$ cat src/rtl/ls_agu_pkg.sv
package ls_agu_pkg;

  localparam int IMM_W   = 12;
  localparam int SHAMT_W = 5;

  typedef enum logic [1:0] {
    SH_LSL = 2'b00,
    SH_LSR = 2'b01,
    SH_ASR = 2'b10,
    SH_ROR = 2'b11
  } shiftKind_e;

  typedef struct packed {
    logic               launch;
    logic               xferHit;
    logic               useReg;
    logic               preIdx;
    logic               addUp;
    logic               wbReq;
    shiftKind_e         shKind;
    logic [SHAMT_W-1:0] shAmt;
    logic [IMM_W-1:0]   imm;
  } aguCtrl_t;

endpackage

$ cat src/rtl/ls_agu_ctrl.sv
module ls_agu_ctrl
  import ls_agu_pkg::*;
(
  input  logic        inValid,
  input  logic [31:0] instrWord,
  output aguCtrl_t    ctrl
);

  localparam logic [1:0] XFER_CLASS = 2'b01;

  logic classMatch;

  always_comb begin
    classMatch   = (instrWord[27:26] == XFER_CLASS);
    ctrl.launch  = inValid;
    ctrl.xferHit = inValid & classMatch;
    ctrl.useReg  = instrWord[25];
    ctrl.preIdx  = instrWord[24];
    ctrl.addUp   = instrWord[23];
    ctrl.wbReq   = instrWord[21];
    ctrl.shKind  = shiftKind_e'(instrWord[6:5]);
    ctrl.shAmt   = instrWord[11:7];
    ctrl.imm     = instrWord[IMM_W-1:0];
  end

endmodule

$ cat src/rtl/ls_agu_shift.sv
module ls_agu_shift
  import ls_agu_pkg::*;
#(
  parameter int DATA_W = 32
) (
  input  logic [DATA_W-1:0]  dataIn,
  input  shiftKind_e         shKind,
  input  logic [SHAMT_W-1:0] shAmt,
  output logic [DATA_W-1:0]  dataOut
);

  localparam int STAGES = SHAMT_W;

  logic [STAGES:0][DATA_W-1:0] stg;
  logic                        signBit;
  logic                        amtZero;

  assign signBit = dataIn[DATA_W-1];
  assign amtZero = (shAmt == '0);
  assign stg[0]  = dataIn;

  for (genvar k = 0; k < STAGES; k++) begin : g_stage
    localparam int S = 1 << k;
    logic [DATA_W-1:0] stepVal;

    always_comb begin
      unique case (shKind)
        SH_LSL:  stepVal = {stg[k][DATA_W-S-1:0], {S{1'b0}}};
        SH_LSR:  stepVal = {{S{1'b0}}, stg[k][DATA_W-1:S]};
        SH_ASR:  stepVal = {{S{signBit}}, stg[k][DATA_W-1:S]};
        default: stepVal = {stg[k][S-1:0], stg[k][DATA_W-1:S]};
      endcase
    end

    assign stg[k+1] = shAmt[k] ? stepVal : stg[k];
  end

  always_comb begin
    dataOut = stg[STAGES];
    if (amtZero) begin
      if (shKind == SH_LSR) dataOut = '0;
      else if (shKind == SH_ASR) dataOut = {DATA_W{signBit}};
    end
  end

endmodule

$ cat src/rtl/ls_agu_datapath.sv
module ls_agu_datapath
  import ls_agu_pkg::*;
#(
  parameter int DATA_W  = 32,
  parameter bit REG_OUT = 1'b1
) (
  input  logic              clk,
  input  logic              rstN,
  input  aguCtrl_t          ctrl,
  input  logic [DATA_W-1:0] baseVal,
  input  logic [DATA_W-1:0] offsetVal,
  output logic              outValid,
  output logic              xferHit,
  output logic [DATA_W-1:0] memAddr,
  output logic              wbEn,
  output logic [DATA_W-1:0] wbValue
);

  logic [DATA_W-1:0] shiftOut;
  logic [DATA_W-1:0] offsetSel;
  logic [DATA_W-1:0] sumVal;
  logic [DATA_W-1:0] addrNext;
  logic [DATA_W-1:0] wbValNext;
  logic              wbEnNext;

  ls_agu_shift #(.DATA_W(DATA_W)) u_shift (
    .dataIn  (offsetVal),
    .shKind  (ctrl.shKind),
    .shAmt   (ctrl.shAmt),
    .dataOut (shiftOut)
  );

  always_comb begin
    offsetSel = ctrl.useReg ? shiftOut : {{(DATA_W-IMM_W){1'b0}}, ctrl.imm};
    sumVal    = ctrl.addUp ? (baseVal + offsetSel) : (baseVal - offsetSel);
    if (ctrl.xferHit) begin
      addrNext  = ctrl.preIdx ? sumVal : baseVal;
      wbEnNext  = ctrl.preIdx ? ctrl.wbReq : 1'b1;
      wbValNext = sumVal;
    end else begin
      addrNext  = '0;
      wbEnNext  = 1'b0;
      wbValNext = '0;
    end
  end

  // full-width right shifts at amount zero
  p_lsr_full_r5: assert property (@(posedge clk) disable iff (!rstN)
    (ctrl.useReg && ctrl.shKind == SH_LSR && ctrl.shAmt == '0) |-> (offsetSel == '0));
  p_asr_full_r5: assert property (@(posedge clk) disable iff (!rstN)
    (ctrl.useReg && ctrl.shKind == SH_ASR && ctrl.shAmt == '0)
      |-> (offsetSel == {DATA_W{offsetVal[DATA_W-1]}}));
  // immediate offset never exceeds its field
  p_imm_range_r3: assert property (@(posedge clk) disable iff (!rstN)
    !ctrl.useReg |-> (offsetSel[DATA_W-1:IMM_W] == '0));

  if (REG_OUT) begin : g_reg
    always_ff @(posedge clk) begin
      if (!rstN) begin
        outValid <= 1'b0;
        xferHit  <= 1'b0;
        memAddr  <= '0;
        wbEn     <= 1'b0;
        wbValue  <= '0;
      end else begin
        outValid <= ctrl.launch;
        xferHit  <= ctrl.xferHit;
        memAddr  <= addrNext;
        wbEn     <= wbEnNext;
        wbValue  <= wbValNext;
      end
    end

    p_valid_hi_r10: assert property (@(posedge clk) disable iff (!rstN)
      ctrl.launch |=> outValid);
    p_valid_lo_r10: assert property (@(posedge clk) disable iff (!rstN)
      !ctrl.launch |=> !outValid);
    p_idle_r2: assert property (@(posedge clk) disable iff (!rstN)
      !ctrl.xferHit |=> (!wbEn && memAddr == '0 && wbValue == '0));
    p_post_addr_r9: assert property (@(posedge clk) disable iff (!rstN)
      (ctrl.xferHit && !ctrl.preIdx) |=> (wbEn && memAddr == $past(baseVal)));
    p_pre_wb_r8: assert property (@(posedge clk) disable iff (!rstN)
      (ctrl.xferHit && ctrl.preIdx) |=> (wbEn == $past(ctrl.wbReq) && memAddr == wbValue));
    p_wb_needs_hit_r2: assert property (@(posedge clk) disable iff (!rstN)
      wbEn |-> (xferHit && outValid));
  end else begin : g_comb
    always_comb begin
      outValid = ctrl.launch;
      xferHit  = ctrl.xferHit;
      memAddr  = addrNext;
      wbEn     = wbEnNext;
      wbValue  = wbValNext;
    end
  end

endmodule

$ cat src/rtl/ls_agu.sv
module ls_agu
  import ls_agu_pkg::*;
#(
  parameter int DATA_W  = 32,
  parameter bit REG_OUT = 1'b1
) (
  input  logic              clk,
  input  logic              rstN,
  input  logic              inValid,
  input  logic [31:0]       instrWord,
  input  logic [DATA_W-1:0] baseVal,
  input  logic [DATA_W-1:0] offsetVal,
  output logic              outValid,
  output logic              xferHit,
  output logic [DATA_W-1:0] memAddr,
  output logic              wbEn,
  output logic [DATA_W-1:0] wbValue
);

  aguCtrl_t ctrl;

  ls_agu_ctrl u_ctrl (
    .inValid   (inValid),
    .instrWord (instrWord),
    .ctrl      (ctrl)
  );

  ls_agu_datapath #(.DATA_W(DATA_W), .REG_OUT(REG_OUT)) u_dp (
    .clk       (clk),
    .rstN      (rstN),
    .ctrl      (ctrl),
    .baseVal   (baseVal),
    .offsetVal (offsetVal),
    .outValid  (outValid),
    .xferHit   (xferHit),
    .memAddr   (memAddr),
    .wbEn      (wbEn),
    .wbValue   (wbValue)
  );

endmodule

$ cat config.mk
export PLATFORM = sky130hd
export DESIGN_NAME = ls_agu
export DESIGN_NICKNAME = d
export VERILOG_FILES = /design/src/rtl/ls_agu_pkg.sv /design/src/rtl/ls_agu_ctrl.sv /design/src/rtl/ls_agu_shift.sv /design/src/rtl/ls_agu_datapath.sv /design/src/rtl/ls_agu.sv
export SDC_FILE = /design/constraint.sdc
export NUM_CORES = 1
export LEC_CHECK = 0
export ABC_AREA = 1
export BUFFER_PORTS_ARGS = -buffer_cell sky130_fd_sc_hd__buf_2
export CAP_MARGIN = 5
export CORE_MARGIN = 2
export CORE_UTILIZATION = 30
export DETAILED_ROUTE_END_ITERATION = 16
export GPL_TIMING_DRIVEN = 0
export PLACE_DENSITY = 0.53
export RECOVER_POWER = 100
export SLEW_MARGIN = 15
export SYNTH_ARGS = -nofsm -noshare
export SYNTH_HDL_FRONTEND = slang
export SYNTH_SLANG_ARGS = --single-unit
export TNS_END_PERCENT = 30
$ cat constraint.sdc
create_clock -name clk -period 4.3 [get_ports clk]
set_input_delay 0.215 -clock clk [delete_from_list [all_inputs] [get_ports clk]]
set_output_delay 0.215 -clock clk [all_outputs]
set_load 0.01 [all_outputs]
Word-level counts from Yosys, hierarchy flattened
Cells that the tools add are included.
- $add $sub $neg: 2
- equal/unequal tests: 3
- muxes and demuxes: 17
- bitwise logic cells: 1
- reductions and logical operators: 3
- operator list (operator ; count):
    $pmux W32 S3 ; 5
    $mux W32 ; 11
    $add A32 B32 Y32 ; 1
    $sub A32 B32 Y32 ; 1
    $logic_not A5 Y1 ; 1
    $eq A2 B1 Y1 const B ; 2
    $eq A2 B2 Y1 const B ; 1
    $logic_not A2 Y1 ; 1
    $reduce_and A2 Y1 ; 1
    $and A1 B1 Y1 ; 1
    $mux W1 ; 1
- register bits: 67
- input port bits: 99
- output and inout bits: 67
- logic and storage cells: 31

Longest topological paths before layout
Gate-level depths: netlist of run 1.
- word-level depth: 18
- mapped depth: 43
- depth with buffers taken out: 41

Modules after synthesis
Synthesis of run 1 repeated with hierarchy kept, for this count alone.
- cell total of the unflattened synthesis: 1676
- area total of the unflattened synthesis: 9271.4 sq um
- by module, submodules not included (module ; instances ; cells each ; area each (sq um) ; seq. area each (sq um)):
    ls_agu_datapath ; 1 ; 853 ; 5281.3 ; 1341.3
    ls_agu_shift ; 1 ; 797 ; 3799.9 ; 0.0
    ls_agu_ctrl ; 1 ; 26 ; 190.2 ; 0.0

Least setup slack after synthesis of run 1
OpenSTA, ideal clock, no wires.
- path kind: input-to-reg
- start: input instrWord[5]
- end: register u_dp.memAddr[29]
- data arrival time: 4317 ps
- required time: 4191 ps
- path slack: -126 ps
- cell stages on the path: 31
- buffers on the path: 2
- path through: buf_6 nor2_4 nor2_1 buf_2 nand3_1 nand3_1 nand2_1 nand3_1 o21ai_1 nand2_1 nand3_1 a21boi_2 ha_1 a21oi_1 xnor2_1 inv_1 ha_1 a21o_1 a21oi_1 o21ai_1 a21boi_0 o21ai_1 a21oi_1 o21bai_1 a21boi_1 o21ai_0 a21oi_1 xor2_1 nand2_1 nand2_1 inv_1
- longest elaborated chain between the ends: 18
- elaborated cells on any way between the ends: 21
- ends and longest elaborated chain (item ; line ; text):
    start: declaration ; ls_agu.sv:10 ; input logic [31:0] instrWord,
    $eq A2 B2 Y1, or another cell as far along ; ls_agu_shift.sv:27, ls_agu_shift.sv:42 ;
    $pmux W32 S3 ; ls_agu_shift.sv:27 ; unique case (shKind)
    $mux W32 ; ls_agu_shift.sv:35 ; assign stg[k+1] = shAmt[k] ? stepVal : stg[k];
    $pmux W32 S3 ; ls_agu_shift.sv:27 ;
    $mux W32 ; ls_agu_shift.sv:35 ;
    $pmux W32 S3 ; ls_agu_shift.sv:27 ;
    $mux W32 ; ls_agu_shift.sv:35 ;
    $pmux W32 S3 ; ls_agu_shift.sv:27 ;
    (+2 left out) ; - ;
    $mux W32 ; ls_agu_shift.sv:35 ;
    $mux W32 ; ls_agu_shift.sv:42 ; else if (shKind == SH_ASR) dataOut = {DATA_W{signBit}};
    $mux W32 ; ls_agu_shift.sv:41 ; if (shKind == SH_LSR) dataOut = '0;
    $mux W32 ; ls_agu_shift.sv:40 ; if (amtZero) begin
    $mux W32 (*) ; ls_agu_datapath.sv:34 ; offsetSel = ctrl.useReg ? shiftOut : {{(DATA_W-IMM_W){1'b0}}, ctrl.imm};
    $sub A32 B32 Y32 / $add A32 B32 Y32 (equally long branches) ; ls_agu_datapath.sv:35 ; sumVal = ctrl.addUp ? (baseVal + offsetSel) : (baseVal - offsetSel);
    $mux W32 (*) ; ls_agu_datapath.sv:35 ;
    $mux W32 (*) ; ls_agu_datapath.sv:37 ; addrNext = ctrl.preIdx ? sumVal : baseVal;
    end signal: assignment ; ls_agu_datapath.sv:68 ; memAddr <= addrNext;
    end: declaration ; ls_agu_datapath.sv:14 ; output logic [DATA_W-1:0] memAddr,
Every way passes the cells marked *; elsewhere a longest branch is shown, timed or not.
A chain may end at the register's enable or synchronous reset.

Worst setup path after layout of run 1
- start: input instrWord[6]
- end: register u_dp.memAddr[29]
The elaborated chain is that of the path after synthesis.

==> flow_summary.ini, run 1 <==
[setup_path]
worstPathRequired_ns = 4.53
crit_buf_inv = 6
worstSetupStartpointType = primary input
worst_setup_path_end_kind = flip-flop
critPathKind = primary input to flip-flop
cp_data_arrival_time_ns = 4.79
crit_family = compound AO/OA/AOI/OAI gates
cp_max_fo = 7
slowest_delay_ns = 0.35
cp_slowest_cell = ha_1
crit_end = u_dp.memAddr[29]
critPathLaunch = instrWord[6]
cp.depth = 33

[cells_and_area]
area_growth_pct = 48.0
antennaDiodeCount = 0
num-fill-cells = 2866
regArea_um2 = 1340
multi_input_area_um2 = 7300
fin_area_um2 = 12100
final_core_utilization_pct = 45.0
layout.nets = 1855
drive_gt1_share_pct = 31.8

[run_status]
outcome = finished, violations left
failed_checks = negative setup slack

[placement]
post-dp-hpwl_um = 28900
portBuffers = 148
placed_area_um2 = 9330
gp_congestion = 0.978

[sta]
tightest_slew_ns = 0.740
finalHoldViolations = 0
setup_viol = 17
min_period_over_period_pct = 106
post-route-min-period_ns = 4.57
worst_slack_ns = -0.269
drv_slew = 0
clock.fmax_mhz = 219
slew_headroom_pct = 50.7
rsz0062_at_grt = true
final.setup.tns_ns = -2.69

[synth]
synth_warnings = 0
synthAdderAreaFrac_pct = 5.16
synth_top_family_by_area = simple AND/OR/NAND/NOR gates
synth_edf_count = 0
synth-seq-cells = 67
postSynthAreaPerCell_um2 = 5.61
synth_compound_area_share_pct = 11.9
yosys.area_share.simple_pct = 49.1
synth.distinct_cells = 46
synthArstFlopShare_pct = 0
synth-seq-area-share_pct = 16.5
syn_inst = 1452
netlist_area_um2 = 8150
synth_mux_area_share_pct = 0
synth_xor_area_share_pct = 6.51
dominantRegCellSynth = dfxtp_1
syn_nets = 1584

[drt]
vias = 10800
antenna_left = 0
dr.pass1.iters = 7
drt-initial-drc-count = 978
wl_per_cell_um = 17.9
drc = 0
wirelength_um = 37100
routed_via_density = 5.21

[power_and_ir_drop]
totalPowerFinal_mw = 3.34
powerDensity_nw_per_um2 = 277
p_leak_nw = 6.14
vdd_drop_max_v = 0.000155

[global_route]
grt_pass1_vias = 10400
grt-ovfl-total = 0
grt_pass1_wl_um = 56200
antenna_found_initial = 0
grt_usage_pct = 24.9
grt_max_degree = 13

[clock_tree]
cts_buffers = 9
clk_pin_slew_ns = 0.06
clockBufferDepth = 2
cts_root_buffer = clkbuf_16
h-tree-depth = 3
cts_hold_buf = 0
cts_sinks = 67
cts_tree = yes

[die]
die-area_um2 = 28500
start_util_pct = 30.4
coreArea_um2 = 26800
die_y_um = 169
die_w_um = 169
rows = 60
io_pins = 166

[flow_run]
cap_violations = 0

[worst_hold_path]
hp-class = primary input to flip-flop
==> power by group <==
part           leakage [nW]  internal (mW)  switching, mW  total [mW]
Combinational          5.47          0.830           1.20        2.03
Clock                 0.125          0.389          0.270       0.659
Sequential            0.543          0.644        0.00590       0.650
Total                  6.14           1.86           1.48        3.34
==> layout make-up <==
cell class,instances,share of cell area [%]
Buffer,69,4.00
Multi-Input combinational cell,1175,60.5
Clock inverter,6,0.343
Inverter,141,4.43
Clock buffer,10,1.90
Sequential cell,67,11.1
Timing Repair Buffer,260,14.1
Tap cell,341,3.54
==> kinds of logic after synthesis <==
logic type               after synthesis
AND/OR/NAND/NOR                      918
buffers and inverters                210
AO/OA/AOI/OAI                        165
flip-flops                            67
XOR/XNOR                              59
adder cells (fa/ha/maj)               33
==> cells in the mapped netlist (10+ instances only) <==
cell type / instances / area share [%]
nand2_1: 526 / 24
nand3_1: 221 / 14
inv_1: 131 / 6.0
nor2_1: 86 / 4.0
dfxtp_1: 67 / 16
a21oi_1: 53 / 3.3
nand4_1: 46 / 3.5
o21ai_0: 41 / 2.5
xor2_1: 36 / 3.9
ha_1: 32 / 4.9
buf_2: 27 / 1.7
o211ai_1: 27 / 2.5
clkbuf_1: 26 / 1.2
xnor2_1: 22 / 2.4
o21ai_1: 18 / 1.1
inv_2: 10 / 0.46
==> how the worst min path moves through the flow <==
stage                     startpoint            end  slack (ns)  cells after the start
final                        inValid  u_dp.outValid        0.09                      3
after global placement       inValid  u_dp.outValid        0.42                      3
after global routing         inValid  u_dp.outValid        0.11                      3
after detailed placement     inValid  u_dp.outValid        0.42                      3
after floorplan              inValid  u_dp.outValid        0.33                      2
after CTS                    inValid  u_dp.outValid        0.08                      3
==> flip-flops by register name (all words and copies together) (netlist names) <==
register	count
u_dp.wbValue	32
u_dp.wbEn	1
u_dp.outValid	1
u_dp.memAddr	32
u_dp.xferHit	1
==> what timing repair did <==
action                                 CTS  global route
cloned                                   7             0
setup endpoints to repair               42            35
pin swaps                               47            69
setup buffers                           75            33
resized for setup                      281           110
endpoints found under the hold margin    0             0
==> routing by layer <==
layer	share of wire, %	routed length, µm	GRT usage, %	up-vias
li1	-	-	-	5316
met1	42	15700	30.8	4989
met2	49	18100	45.0	406
met3	5.5	2020	2.43	73
met4	3.5	1300	8.88	0
met5	0	0	0	-
==> cell usage in the layout, fill, tap and decap left out, types with 30 or more instances in the layout <==
cell      synthesis  layout
nand2_1         526     459
nand3_2           9      86
nand2_2           8      59
inv_1           131     128
buf_2            27      92
nand3_1         221     129
buf_4             2     101
nor2_1           86      71
nand4_1          46      46
clkbuf_1         26      91
dfxtp_1          67      67
xor2_1           36      30
==> tightest hold or removal path, delay by kind of cell <==
kind	cells	cell delay (ns)
AND/OR/NAND/NOR	1	0.05
buffers and inverters	2	0.11
==> stage by stage <==
| step | instances | worst slack, ns | hold slack, ns |
|---|---|---|---|
| 2_1_floorplan | 1452 | 0.0115 | 0.326 |
| 3_3_place_gp | 1941 | -1.70 | 0.420 |
| 3_5_place_dp | 1941 | -1.69 | 0.421 |
| 4_1_cts | 2037 | -0.220 | 0.0791 |
| 5_1_grt | 2069 | -0.495 | 0.109 |
| 6_report | 2069 | -0.269 | 0.0859 |
(Power assumes the default switching activity.)
==> inputs of run 2 (changes only) <==
--- a/config.mk
+++ b/config.mk
@@ -5,14 +5,13 @@
 export SDC_FILE = /design/constraint.sdc
 export NUM_CORES = 1
 export LEC_CHECK = 0
-export ABC_AREA = 1
 export BUFFER_PORTS_ARGS = -buffer_cell sky130_fd_sc_hd__buf_2
 export CAP_MARGIN = 5
 export CORE_MARGIN = 2
 export CORE_UTILIZATION = 30
 export DETAILED_ROUTE_END_ITERATION = 16
 export GPL_TIMING_DRIVEN = 0
-export PLACE_DENSITY = 0.53
+export PLACE_DENSITY = 0.5
 export RECOVER_POWER = 100
 export SLEW_MARGIN = 15
 export SYNTH_ARGS = -nofsm -noshare
==> constraint.sdc (replaced) <==
create_clock -name clk -period 4.7 [get_ports clk]
set_input_delay 0.235 -clock clk [delete_from_list [all_inputs] [get_ports clk]]
set_output_delay 0.235 -clock clk [all_outputs]
set_load 0.01 [all_outputs]
==> flow_summary.ini, run 2 <==
[clock_tree]
clockBufferDepth = 2
cts_buffers = 9
cts_root_buffer = clkbuf_16
h-tree-depth = 3
clk_pin_slew_ns = 0.06
cts_sinks = 67
cts_tree = yes
cts_hold_buf = 0

[synth]
synthTopCellsByArea = dfxtp_1, nor2_1, mux2i_1
synth_edf_count = 0
synth_xor_area_share_pct = 5.43
dominantRegCellSynth = dfxtp_1
synth_top_family_by_area = compound AO/OA/AOI/OAI gates
synth_compound_area_share_pct = 36.3
postSynthAreaPerCell_um2 = 7.17
post-synth-top-area-fraction_pct = 13.6
syn_inst = 1372
synth.most_common_cell = nor2_1
netlist_area_um2 = 9830
synth_mux_area_share_pct = 6.76
synthAdderAreaFrac_pct = 4.28
yosys.area_share.simple_pct = 25.9
synth_top_cell_by_area = dfxtp_1
synth-seq-cells = 67
syn_nets = 1504
synth.distinct_cells = 99
synth-seq-area-share_pct = 13.6
ys_top_cells_by_count = nor2_1, nand2_1, o21ai_0
synth_warnings = 0
synthArstFlopShare_pct = 0

[drt]
antenna_left = 0
drc = 0
vias = 14100
routed_via_density = 6.59
dr.pass1.iters = 6
wl_per_cell_um = 32.8
wirelength_um = 70400
drt-initial-drc-count = 1951

[global_route]
grt_usage_pct = 39.0
antenna_found_initial = 0
grt_max_degree = 15
grt_pass1_wl_um = 96200
grt_pass1_vias = 13000
grt-ovfl-total = 0

[power_and_ir_drop]
totalPowerFinal_mw = 3.82
vdd_drop_max_v = 0.000190
powerDensity_nw_per_um2 = 239
p_leak_nw = 5.93

[sta]
tightest_slew_ns = 1.10
setup_viol = 39
rsz0062_at_grt = true
clock.fmax_mhz = 187
min_period_over_period_pct = 114
drv_slew = 0
worst_hold_slack_ns = 0.0948
post-route-min-period_ns = 5.34
slew_headroom_pct = 25.6
finalHoldViolations = 0
worst_slack_ns = -0.643

[setup_path]
critPathKind = primary input to flip-flop
worstPathRequired_ns = 4.92
cp_max_fo = 8
slowest_delay_ns = 0.52
cp_data_arrival_time_ns = 5.57
worstSetupStartpointType = primary input
crit_chain = buf_2, or3b_4, a311oi_4, nor3_2, nor4_4, nand3_1, a22oi_2, buf_6, inv_4, ha_4, mux2_4, ha_1, a21oi_1, nand4b_1, a31oi_4, o21ai_2, a311oi_2, buf_4, a41oi_4, or2_4, a22o_1, xor2_1, nor2_1, o21a_1
worst_setup_path_end_kind = flip-flop
cp_slowest_cell = a311oi_4

[cells_and_area]
fin_area_um2 = 16000
largestRegisters = u_dp.memAddr (32), u_dp.wbValue (32)
final_cell_mix = buf_4, nor2_1, nand2_1
final_core_utilization_pct = 49.3
drive_gt1_share_pct = 43.3
final_common_cell = buf_4
area_growth_pct = 62.3
layout.nets = 1829

[die]
die_w_um = 185
die_y_um = 185
io_pins = 166
coreArea_um2 = 32400
rows = 66
start_util_pct = 30.4
die-area_um2 = 34200

[worst_hold_path]
hp-class = primary input to flip-flop

[placement]
post-dp-hpwl_um = 52600
placed_area_um2 = 11400
portBuffers = 147
gp_congestion = 1.07

[run_status]
outcome = finished, violations left
failed_checks = negative setup slack

[flow_run]
cap_violations = 0
==> run 2: cell types whose count changed in the layout (fill, tap and decap cells not counted), moves of 24 or more <==
cell and delta:
nand2_1 -358, nand3_1 -114, inv_1 -102, nand3_2 -82, nor2_1 +68, buf_4 +63, nand2_2 -47, nand4_1 -35
a21oi_1 +34, mux2i_1 +32, o21ai_0 +24
==> run 2: area by class of cell <==
type	count	area, µm²
clock inverter	7	81.3
buffer	108	1070
tap	442	553
antenna	1	2.50
multi-input combinational	1160	10300
clock buffer	9	225
inverter	33	135
timing repair buffer	318	2230
fill	3240	16400
sequential	67	1340
==> run 2: through the flow <==
stage	instances	setup TNS [ns]	setup slack [ns]
4_1_cts	2076	-10.14	-0.562
6_report	2145	-14.27	-0.643
5_1_grt	2144	-16.26	-0.701
2_1_floorplan	1372	-0.103	-0.0509
3_3_place_gp	1961	-96.88	-2.46
3_5_place_dp	1961	-91.01	-2.41
==> run 2: power by group <==
group / internal (mW) / leakage, nW / switching [mW] / total, mW
clock: 0.419 / 0.147 / 0.284 / 0.703
combinational: 1.02 / 5.24 / 1.50 / 2.52
sequential: 0.588 / 0.543 / 0.00588 / 0.594
==> run 2: worst max-delay path, delay by kind of cell <==
family                     cells  cell delay [ns]
buffers and inverters          4             0.66
adders and majority gates      2             0.51
muxes                          1             0.29
AOI/OAI and AO/OA              9             1.88
and+or+nand+nor                7             1.74
xor gates and xnor gates       1             0.21
==> run 2: kinds of logic (layout without fill, tap and decap cells) <==
logic type / count (synthesis) / count (layout)
other cells: 0 / 1
mux: 61 / 61
flops: 67 / 67
simple gates: 495 / 495
compound gates: 510 / 510
buf+inv: 145 / 475
xor+xnor: 61 / 61
fa+ha+maj: 33 / 33
==> run 2: worst paths after layout <==
kind              cells past startpoint                to     startpoint  slack [ns]
setup / recovery                     24  u_dp.memAddr[25]  offsetVal[16]       -0.64
hold / removal                        2         u_dp.wbEn  instrWord[21]        0.09
==> run 2: what timing repair did <==
| item | CTS | global route |
|---|---|---|
| pin swaps | 99 | 148 |
| setup endpoints to repair | 58 | 48 |
| setup buffers | 99 | 64 |
| gates resized for setup | 342 | 249 |
| gates cloned | 3 | 5 |
==> run 2: metal layers <==
metal | part of all wire (%) | GRT usage, % | routed length (µm)
met5 | 0 | 0 | 0
met2 | 41 | 57.8 | 28900
met1 | 41 | 52.1 | 28800
met4 | 7.8 | 21.2 | 5510
met3 | 10 | 9.24 | 7210
